<file path="config.mk">
export PLATFORM = sky130hd
export DESIGN_NAME = modem_status_tracker
export DESIGN_NICKNAME = d
export VERILOG_FILES = /design/src/rtl/msd_pkg.sv /design/src/rtl/msd_sync.sv /design/src/rtl/msd_delta_flag.sv /design/src/rtl/modem_status_tracker.sv
export SDC_FILE = /design/constraint.sdc
export NUM_CORES = 1
export LEC_CHECK = 0
export BUFFER_PORTS_ARGS = -buffer_cell sky130_fd_sc_hd__buf_2
export CAP_MARGIN = 20
export CORE_MARGIN = 2
export CORE_UTILIZATION = 39
export DETAILED_ROUTE_END_ITERATION = 12
export MAX_ROUTING_LAYER = met4
export PLACE_DENSITY = 0.65
export SYNTH_ARGS = -nofsm -noshare
export SYNTH_HDL_FRONTEND = slang
export SYNTH_SLANG_ARGS = --single-unit
</file>
<file path="constraint.sdc">
create_clock -name clk -period 2.25 [get_ports clk]
set_input_delay 0.1125 -clock clk [delete_from_list [all_inputs] [get_ports clk]]
set_output_delay 0.1125 -clock clk [all_outputs]
set_load 0.05 [all_outputs]
</file>
<file path="src/rtl/msd_pkg.sv">
package msd_pkg;

    localparam int CHANNELS = 4;

    typedef enum logic {
        EDGE_ANY,
        EDGE_FALL
    } edge_mode_e;

    typedef enum logic {
        FLG_IDLE,
        FLG_HELD
    } flag_state_e;

    // channel order: 0 CTS, 1 DSR, 2 RI, 3 DCD
    function automatic int loop_src_idx(input int ch);
        case (ch)
            0:       return 1;
            1:       return 0;
            default: return ch;
        endcase
    endfunction

    function automatic edge_mode_e chan_mode(input int ch);
        return (ch == 2) ? EDGE_FALL : EDGE_ANY;
    endfunction

endpackage

</file>
<file path="src/rtl/msd_sync.sv">
module msd_sync #(
    parameter int          WIDTH   = 4,
    parameter int          STAGES  = 2,
    parameter logic        RST_VAL = 1'b1
) (
    input  logic             clk,
    input  logic             rst_n,
    input  logic [WIDTH-1:0] din,
    output logic [WIDTH-1:0] dout
);

    logic [WIDTH-1:0] stage_q [STAGES];

    always_ff @(posedge clk or negedge rst_n) begin
        if (!rst_n) begin
            for (int s = 0; s < STAGES; s++) begin
                stage_q[s] <= {WIDTH{RST_VAL}};
            end
        end else begin
            stage_q[0] <= din;
            for (int s = 1; s < STAGES; s++) begin
                stage_q[s] <= stage_q[s-1];
            end
        end
    end

    assign dout = stage_q[STAGES-1];

endmodule

</file>
<file path="src/rtl/msd_delta_flag.sv">
module msd_delta_flag
    import msd_pkg::*;
#(
    parameter edge_mode_e MODE = EDGE_ANY
) (
    input  logic clk,
    input  logic rst_n,
    input  logic lvl_now,
    input  logic lvl_prev,
    input  logic rd_clr,
    output logic flag
);

    flag_state_e state_q, state_d;
    logic        evt;

    generate
        if (MODE == EDGE_FALL) begin : g_fall
            assign evt = lvl_prev & ~lvl_now;
        end else begin : g_any
            assign evt = lvl_prev ^ lvl_now;
        end
    endgenerate

    // next-state: capture beats release
    always_comb begin
        state_d = state_q;
        unique case (state_q)
            FLG_IDLE: if (evt)              state_d = FLG_HELD;
            FLG_HELD: if (rd_clr && !evt)   state_d = FLG_IDLE;
            default:                        state_d = FLG_IDLE;
        endcase
    end

    always_ff @(posedge clk or negedge rst_n) begin
        if (!rst_n) state_q <= FLG_IDLE;
        else        state_q <= state_d;
    end

    always_comb begin
        flag = (state_q == FLG_HELD);
    end


    hold_until_read_chk: assert property (@(posedge clk) disable iff (!rst_n)
        (flag && !rd_clr) |=> flag);


    capture_wins_chk: assert property (@(posedge clk) disable iff (!rst_n)
        evt |=> flag);


    release_on_read_chk: assert property (@(posedge clk) disable iff (!rst_n)
        (rd_clr && !evt) |=> !flag);

endmodule

</file>
<file path="src/rtl/modem_status_tracker.sv">
module modem_status_tracker
    import msd_pkg::*;
#(
    parameter int SYNC_STAGES = 2
) (
    input  logic       clk,
    input  logic       rst_n,
    input  logic       pin_cts_n,
    input  logic       pin_dsr_n,
    input  logic       pin_ri_n,
    input  logic       pin_dcd_n,
    input  logic       loop_en,
    input  logic [3:0] hs_ctrl,
    input  logic       rd_stb,
    input  logic       irq_en,
    output logic [7:0] rd_data,
    output logic       irq
);

    localparam int LVL_LSB = CHANNELS;

    logic [CHANNELS-1:0] pin_vec_n;
    logic [CHANNELS-1:0] sync_n;
    logic [CHANNELS-1:0] lvl_sel;
    logic [CHANNELS-1:0] lvl_q;
    logic [CHANNELS-1:0] flags;

    assign pin_vec_n = {pin_dcd_n, pin_ri_n, pin_dsr_n, pin_cts_n};

    msd_sync #(
        .WIDTH   (CHANNELS),
        .STAGES  (SYNC_STAGES),
        .RST_VAL (1'b1)
    ) u_sync (
        .clk   (clk),
        .rst_n (rst_n),
        .din   (pin_vec_n),
        .dout  (sync_n)
    );

    generate
        for (genvar ch = 0; ch < CHANNELS; ch++) begin : g_chan
            localparam int SRC = loop_src_idx(ch);

            assign lvl_sel[ch] = loop_en ? hs_ctrl[SRC] : ~sync_n[ch];

            msd_delta_flag #(
                .MODE (chan_mode(ch))
            ) u_flag (
                .clk      (clk),
                .rst_n    (rst_n),
                .lvl_now  (lvl_sel[ch]),
                .lvl_prev (lvl_q[ch]),
                .rd_clr   (rd_stb),
                .flag     (flags[ch])
            );
        end
    endgenerate

    always_ff @(posedge clk or negedge rst_n) begin
        if (!rst_n) lvl_q <= '0;
        else        lvl_q <= lvl_sel;
    end

    always_comb begin
        rd_data = {lvl_q, flags};
        irq     = irq_en & (|flags);
    end


    ri_trailing_only_chk: assert property (@(posedge clk) disable iff (!rst_n)
        $rose(rd_data[2]) |-> $fell(rd_data[LVL_LSB+2]));


    cts_change_chk: assert property (@(posedge clk) disable iff (!rst_n)
        $rose(rd_data[0]) |-> !$stable(rd_data[LVL_LSB]));


    loop_map_chk: assert property (@(posedge clk) disable iff (!rst_n)
        loop_en |=> (rd_data[7:4] == {$past(hs_ctrl[3]), $past(hs_ctrl[2]),
                                       $past(hs_ctrl[0]), $past(hs_ctrl[1])}));


    irq_gate_chk: assert property (@(posedge clk) disable iff (!rst_n)
        irq |-> irq_en);

endmodule

</file>
==> results.md, run 1 <==
- Outcome: complete, no violations
- Slew Limit Fails: 0
- Synth warnings: 0
- CP Cell Sequence: o41a_1, buf_2
- Initial DRC Count: 5
- H-tree depth: 1
- R2R Setup Slk: 1.30 ns
- Final GP Congestion: 0.664
- Worst-Margin Slew: 0.324 ns
- Final WL: 868 µm
- DRT antenna net count: 0
- Core area: 1490 µm²
- Fin worst setup slack: 0.856 ns
- Type of origin of the critical path: flip-flop
- Worst skew pair latency: 0.27 ns
- P&R area growth vs syn: 24.6%
- Hold Path Cell Cnt: 2
- Placed cells: 77
- Dpl cell area: 679 µm²
- FP Rows: 14
- Yosys top cell area share: 34.2%
- Worst hold path type: input port to flip-flop
- Post-layout nets: 84
- Critical path's largest stage delay: 0.41 ns
- Final setup fails: 0
- IO buf count: 21
- Post-synthesis instance area: 614 µm²
- Pre-CTS setup slack: 1.15 ns
- Vias in the first global route: 395
- Area of the die: 1910 µm²
- Antenna Cells: 0
- Critical Path RT: 2.14 ns
- Most common cell after layout, fill and taps aside: buf_2
- Tcrit/Tclk final: 62.0%
- Register area share after synthesis: 66.8%
- CP Class: flip-flop to output pin
- Final Skew: 0.000796 ns
- Most frequent cells in the layout: 21 x buf_2, 8 x dfrtp_1, 8 x dfstp_2, 6 x nor2b_1, 5 x dlygate4sd3_1
- CTS Buf Count: 3
- FILL cells: 133
- Pin count of the biggest net entering global routing: 17
- Avg Inst Size Synth: 12.8 µm²
- Area contributors post-synth: dfstp_2 34%, dfrtp_1 33%, buf_4 9.8%
- Reg2reg path depth: 2
- Slew HR: 78.2%
- Finished Layout Cells: 86
- CTS tree: yes
- Fin area: 766 µm²
- Critical path peak fanout: 3
- Clk slew on worst S/H paths: 0.08 ns
- Slowest cell on the critical path: o41a_1
- Clock Sinks: 16
- Vias per cell: 4.42
- WHS: 0.0667 ns
- # IOs: 22
- PD cells: 825 nW/µm²
- Synth Net Count: 61
- WL/cell: 10.1 µm
- Starting density of the core: 41.3%
- Final hold violation count: 0
- First-pass GRT wire length: 1500 µm
- Gr ovfl total: 0
- DP Wirelength: 659 µm
- Maxcap violations: 0
- Fin crit period: 1.39 ns
- Cell leakage power: 0.369 nW
- Synth unique cells: 11
- Setup_tns: 0 ns
- Layout cell share with drive strength beyond 1: 47.1%
- DR DRC count: 0
- Max Freq: 0.717 GHz
- Critical Path AT: 1.28 ns
- Global-route usage over all layers: 11.6%
- Initial antenna violation count: 0
- RSZ-0062 raised after global routing: no
- Number of synthesized register bits: 16
- Via Count: 380
- Width of the die: 43.7 µm
- TritonRoute pass-1 iters: 4
- Post-synth top area cell: dfstp_2
- Post-Synthesis Cells: 48
- Root buffer cell: clkbuf_4
- Worst IR Drop VDD: 0.000402 V
- Worst Setup End Kind: output pin
- PostCTS Resize Cnt: 0
- Clock tree buffer depth: 2
- Postcts setup bufs: 0
- CTS Hold Buffers Added: 5
- Vert. Die Dim: 43.7 µm
==> flip-flops by register name, indices dropped and copies added, names as in the netlist <==
| signal | flops |
|---|---|
| g_chan.u_flag.flag | 4 |
| lvl_q | 4 |
| u_sync.dout | 4 |
| u_sync.stage_q | 4 |
==> through the flow <==
step | power (mW) | utilization [%]
final | 0.632 | 51.4
after CTS | 0.645 | 51.4
after detailed placement | 0.455 | 45.6
after global routing | 0.670 | 51.4
after floorplan | 0.438 | -
after global placement | 0.452 | 45.6
==> worst paths after layout <==
path | start | endpoint
worst max-delay path | g_chan[0].u_flag.flag | irq
worst min-delay path | rd_stb | g_chan[2].u_flag.flag
worst max register to register | u_sync.dout[1] | g_chan[1].u_flag.flag
worst min register to register | u_sync.stage_q[6] | u_sync.dout[2]
max in group asynchronous | rst_n | u_sync.dout[1]
min in group asynchronous | rst_n | lvl_q[3]
==> final cells by class <==
cell class	instances	area [µm²]	share of cell area [%]
clock buffers	4	36.3	4.74
well taps	16	20.0	2.61
flip-flops and latches	16	410	53.6
inverters	3	11.3	1.47
multi-input cells	21	133	17.3
repair buffers	26	155	20.3
==> Yosys cell counts <==
master / n
nor2_1: 3
nand2_1: 3
o22ai_1: 1
o41a_1: 1
dfrtp_1: 8
dfstp_2: 8
nor2b_1: 6
inv_1: 3
o21ai_0: 3
buf_4: 8
mux2i_1: 4
==> worst max-delay path: cells and delay by family, from the launching register on <==
kind	cells	cell delay (ns)
AO/OA/AOI/OAI	1	0.41
flip-flops	1	0.39
buffers and inverters	1	0.21
==> layer usage <==
metal  global-route usage [%]  up-vias  share of wire, %
li1                         -      191                 -
met1                     11.1      171                42
met2                     19.7       18                50
met3                     7.50        0               8.2
met4                     1.82        0                 0
met5                        -        -                 0
==> kinds of logic (layout without fill, tap and decap cells) <==
family,Yosys count,after routing,share of synthesized area (%)
compound gates,5,5,5.30
flops,16,16,66.8
mux,4,4,6.52
buf+inv,11,33,11.6
simple gates,12,12,9.78
==> where the power goes <==
part           total, mW  leakage, nW  internal [mW]  switching [mW]
Combinational      0.128        0.171         0.0393          0.0884
Clock              0.178       0.0210         0.0983          0.0793
Sequential         0.327        0.176          0.315          0.0114
Note: power is estimated with default switching activity, not from simulation.
==> inputs of run 2 (changes only) <==
PLACE_DENSITY = 0.68   (was 0.65)
clock period = 1.2 ns   (was 2.25 ns; I/O delays follow)
==> results.md, run 2 (synthesized netlist as in run 1, its figures left out) <==
- Outcome: finished, violations left
- Failing checks: negative setup slack
- CP Cell Sequence: o41a_1, buf_6
- DR DRC count: 0
- Initial antenna violation count: 0
- Critical Path RT: 1.14 ns
- WHS: 0.0211 ns
- Vert. Die Dim: 43.7 µm
- Vias per cell: 4.48
- Cell leakage power: 0.380 nW
- FP Rows: 14
- Fin crit period: 1.31 ns
- IO buf count: 21
- Slowest cell on the critical path: o41a_1
- Worst hold path type: input port to flip-flop
- Worst skew pair latency: 0.27 ns
- # IOs: 22
- Slew Limit Fails: 0
- Final GP Congestion: 0.687
- CTS tree: yes
- Finished Layout Cells: 88
- Core area: 1490 µm²
- Clock tree buffer depth: 2
- Gr ovfl total: 0
- Total Power: 1.21 mW
- Most common cell after layout, fill and taps aside: buf_2
- FILL cells: 136
- Fin worst setup slack: -0.111 ns
- WL/cell: 10.3 µm
- First-pass GRT wire length: 1660 µm
- Global-route usage over all layers: 12.3%
- Critical path's largest stage delay: 0.43 ns
- RSZ-0062 raised after global routing: yes
- Worst-Margin Slew: 0.350 ns
- PD cells: 1530 nW/µm²
- P&R area growth vs syn: 28.1%
- Setup_tns: -0.111 ns
- Initial DRC Count: 0
- Vias in the first global route: 446
- Final Skew: 0.00138 ns
- TritonRoute pass-1 iters: 1
- Tcrit/Tclk final: 109%
- Type of origin of the critical path: flip-flop
- Starting density of the core: 41.3%
- Post-layout nets: 86
- Root buffer cell: clkbuf_4
- Final hold violation count: 0
- Most frequent cells in the layout: 20 x buf_2, 8 x dfrtp_1, 8 x dfstp_2, 6 x nor2b_1, 5 x dlygate4sd3_1
- Width of the die: 43.7 µm
- DRT antenna net count: 0
- Critical Path AT: 1.25 ns
- H-tree depth: 1
- Slew HR: 76.4%
- Area of the die: 1910 µm²
- Placed cells: 77
- Clock Sinks: 16
- Final setup fails: 1
- Critical path peak fanout: 2
- WP buf/inv: 1
- CTS Buf Count: 3
- Final WL: 910 µm
- Layout cell share with drive strength beyond 1: 48.6%
- Via Count: 394
- Antenna Cells: 0
- DP Wirelength: 687 µm
- CP Class: flip-flop to output pin
- Max Freq: 0.763 GHz
- Clk slew on worst S/H paths: 0.08 ns
- Post-route core utilization: 52.9%
- Pin count of the biggest net entering global routing: 17
- Largest delay share family, worst path: compound AO/OA/AOI/OAI gates
- Maxcap violations: 0
- Worst IR Drop VDD: 0.000869 V
- Worst Setup End Kind: output pin
## run 2: cell types whose count changed in the layout (fill, tap and decap cells not counted), sizes merged
cell  previous run  this run
buf             21        23
## run 2: power by group
| group | internal (mW) | switching [mW] |
|---|---|---|
| logic | 0.0872 | 0.171 |
| clock network | 0.184 | 0.153 |
| registers | 0.591 | 0.0213 |
## run 2: final timing paths
path	from	endpoint	slack [ns]	depth (start not counted)
setup / recovery	g_chan[0].u_flag.flag	irq	-0.11	2
hold / removal	rd_stb	g_chan[2].u_flag.flag	0.02	2
setup reg to reg	u_sync.dout[1]	g_chan[1].u_flag.flag	0.22	2
hold reg to reg	u_sync.stage_q[4]	u_sync.dout[0]	0.36	0
max in group asynchronous	rst_n	u_sync.dout[0]	0.70	2
min in group asynchronous	rst_n	g_chan[3].u_flag.flag	0.21	2
## run 2: worst register-to-register path: cells and delay by family, from the launching register on
family             cells  cell delay, ns
DFF                    1            0.37
AOI/OAI and AO/OA      1            0.31
muxes                  1            0.23
## run 2: final cells by class
type | instances | area (µm²) | area share (%)
clock buffers | 4 | 36.3 | 4.61
inverters | 3 | 11.3 | 1.43
multi-input cells | 21 | 133 | 16.9
flip-flops and latches | 16 | 410 | 52.1
well taps | 16 | 20.0 | 2.54
repair buffers | 28 | 176 | 22.4
## run 2: layer usage
layer | up-vias | track usage [%] | part of all wire (%)
met3 | 0 | 3.75 | 7.7
met4 | 0 | 3.64 | 0
met5 | - | - | 0
met2 | 16 | 21.8 | 53
met1 | 184 | 13.0 | 40
li1 | 194 | - | -
## run 2: through the flow
stage	worst slack (ns)	cell area, µm²
3_3_place_gp	0.165	679
2_1_floorplan	0.151	614
3_5_place_dp	0.144	679
5_1_grt	-0.166	787
6_report	-0.111	787
4_1_cts	-0.128	787
## run 2: timing repair
action,CTS,global route
endpoints found under the hold margin,20,0
hold buffers,5,0
gates resized for setup,2,0
setup endpoints to repair,1,1
buffers inserted,2,0
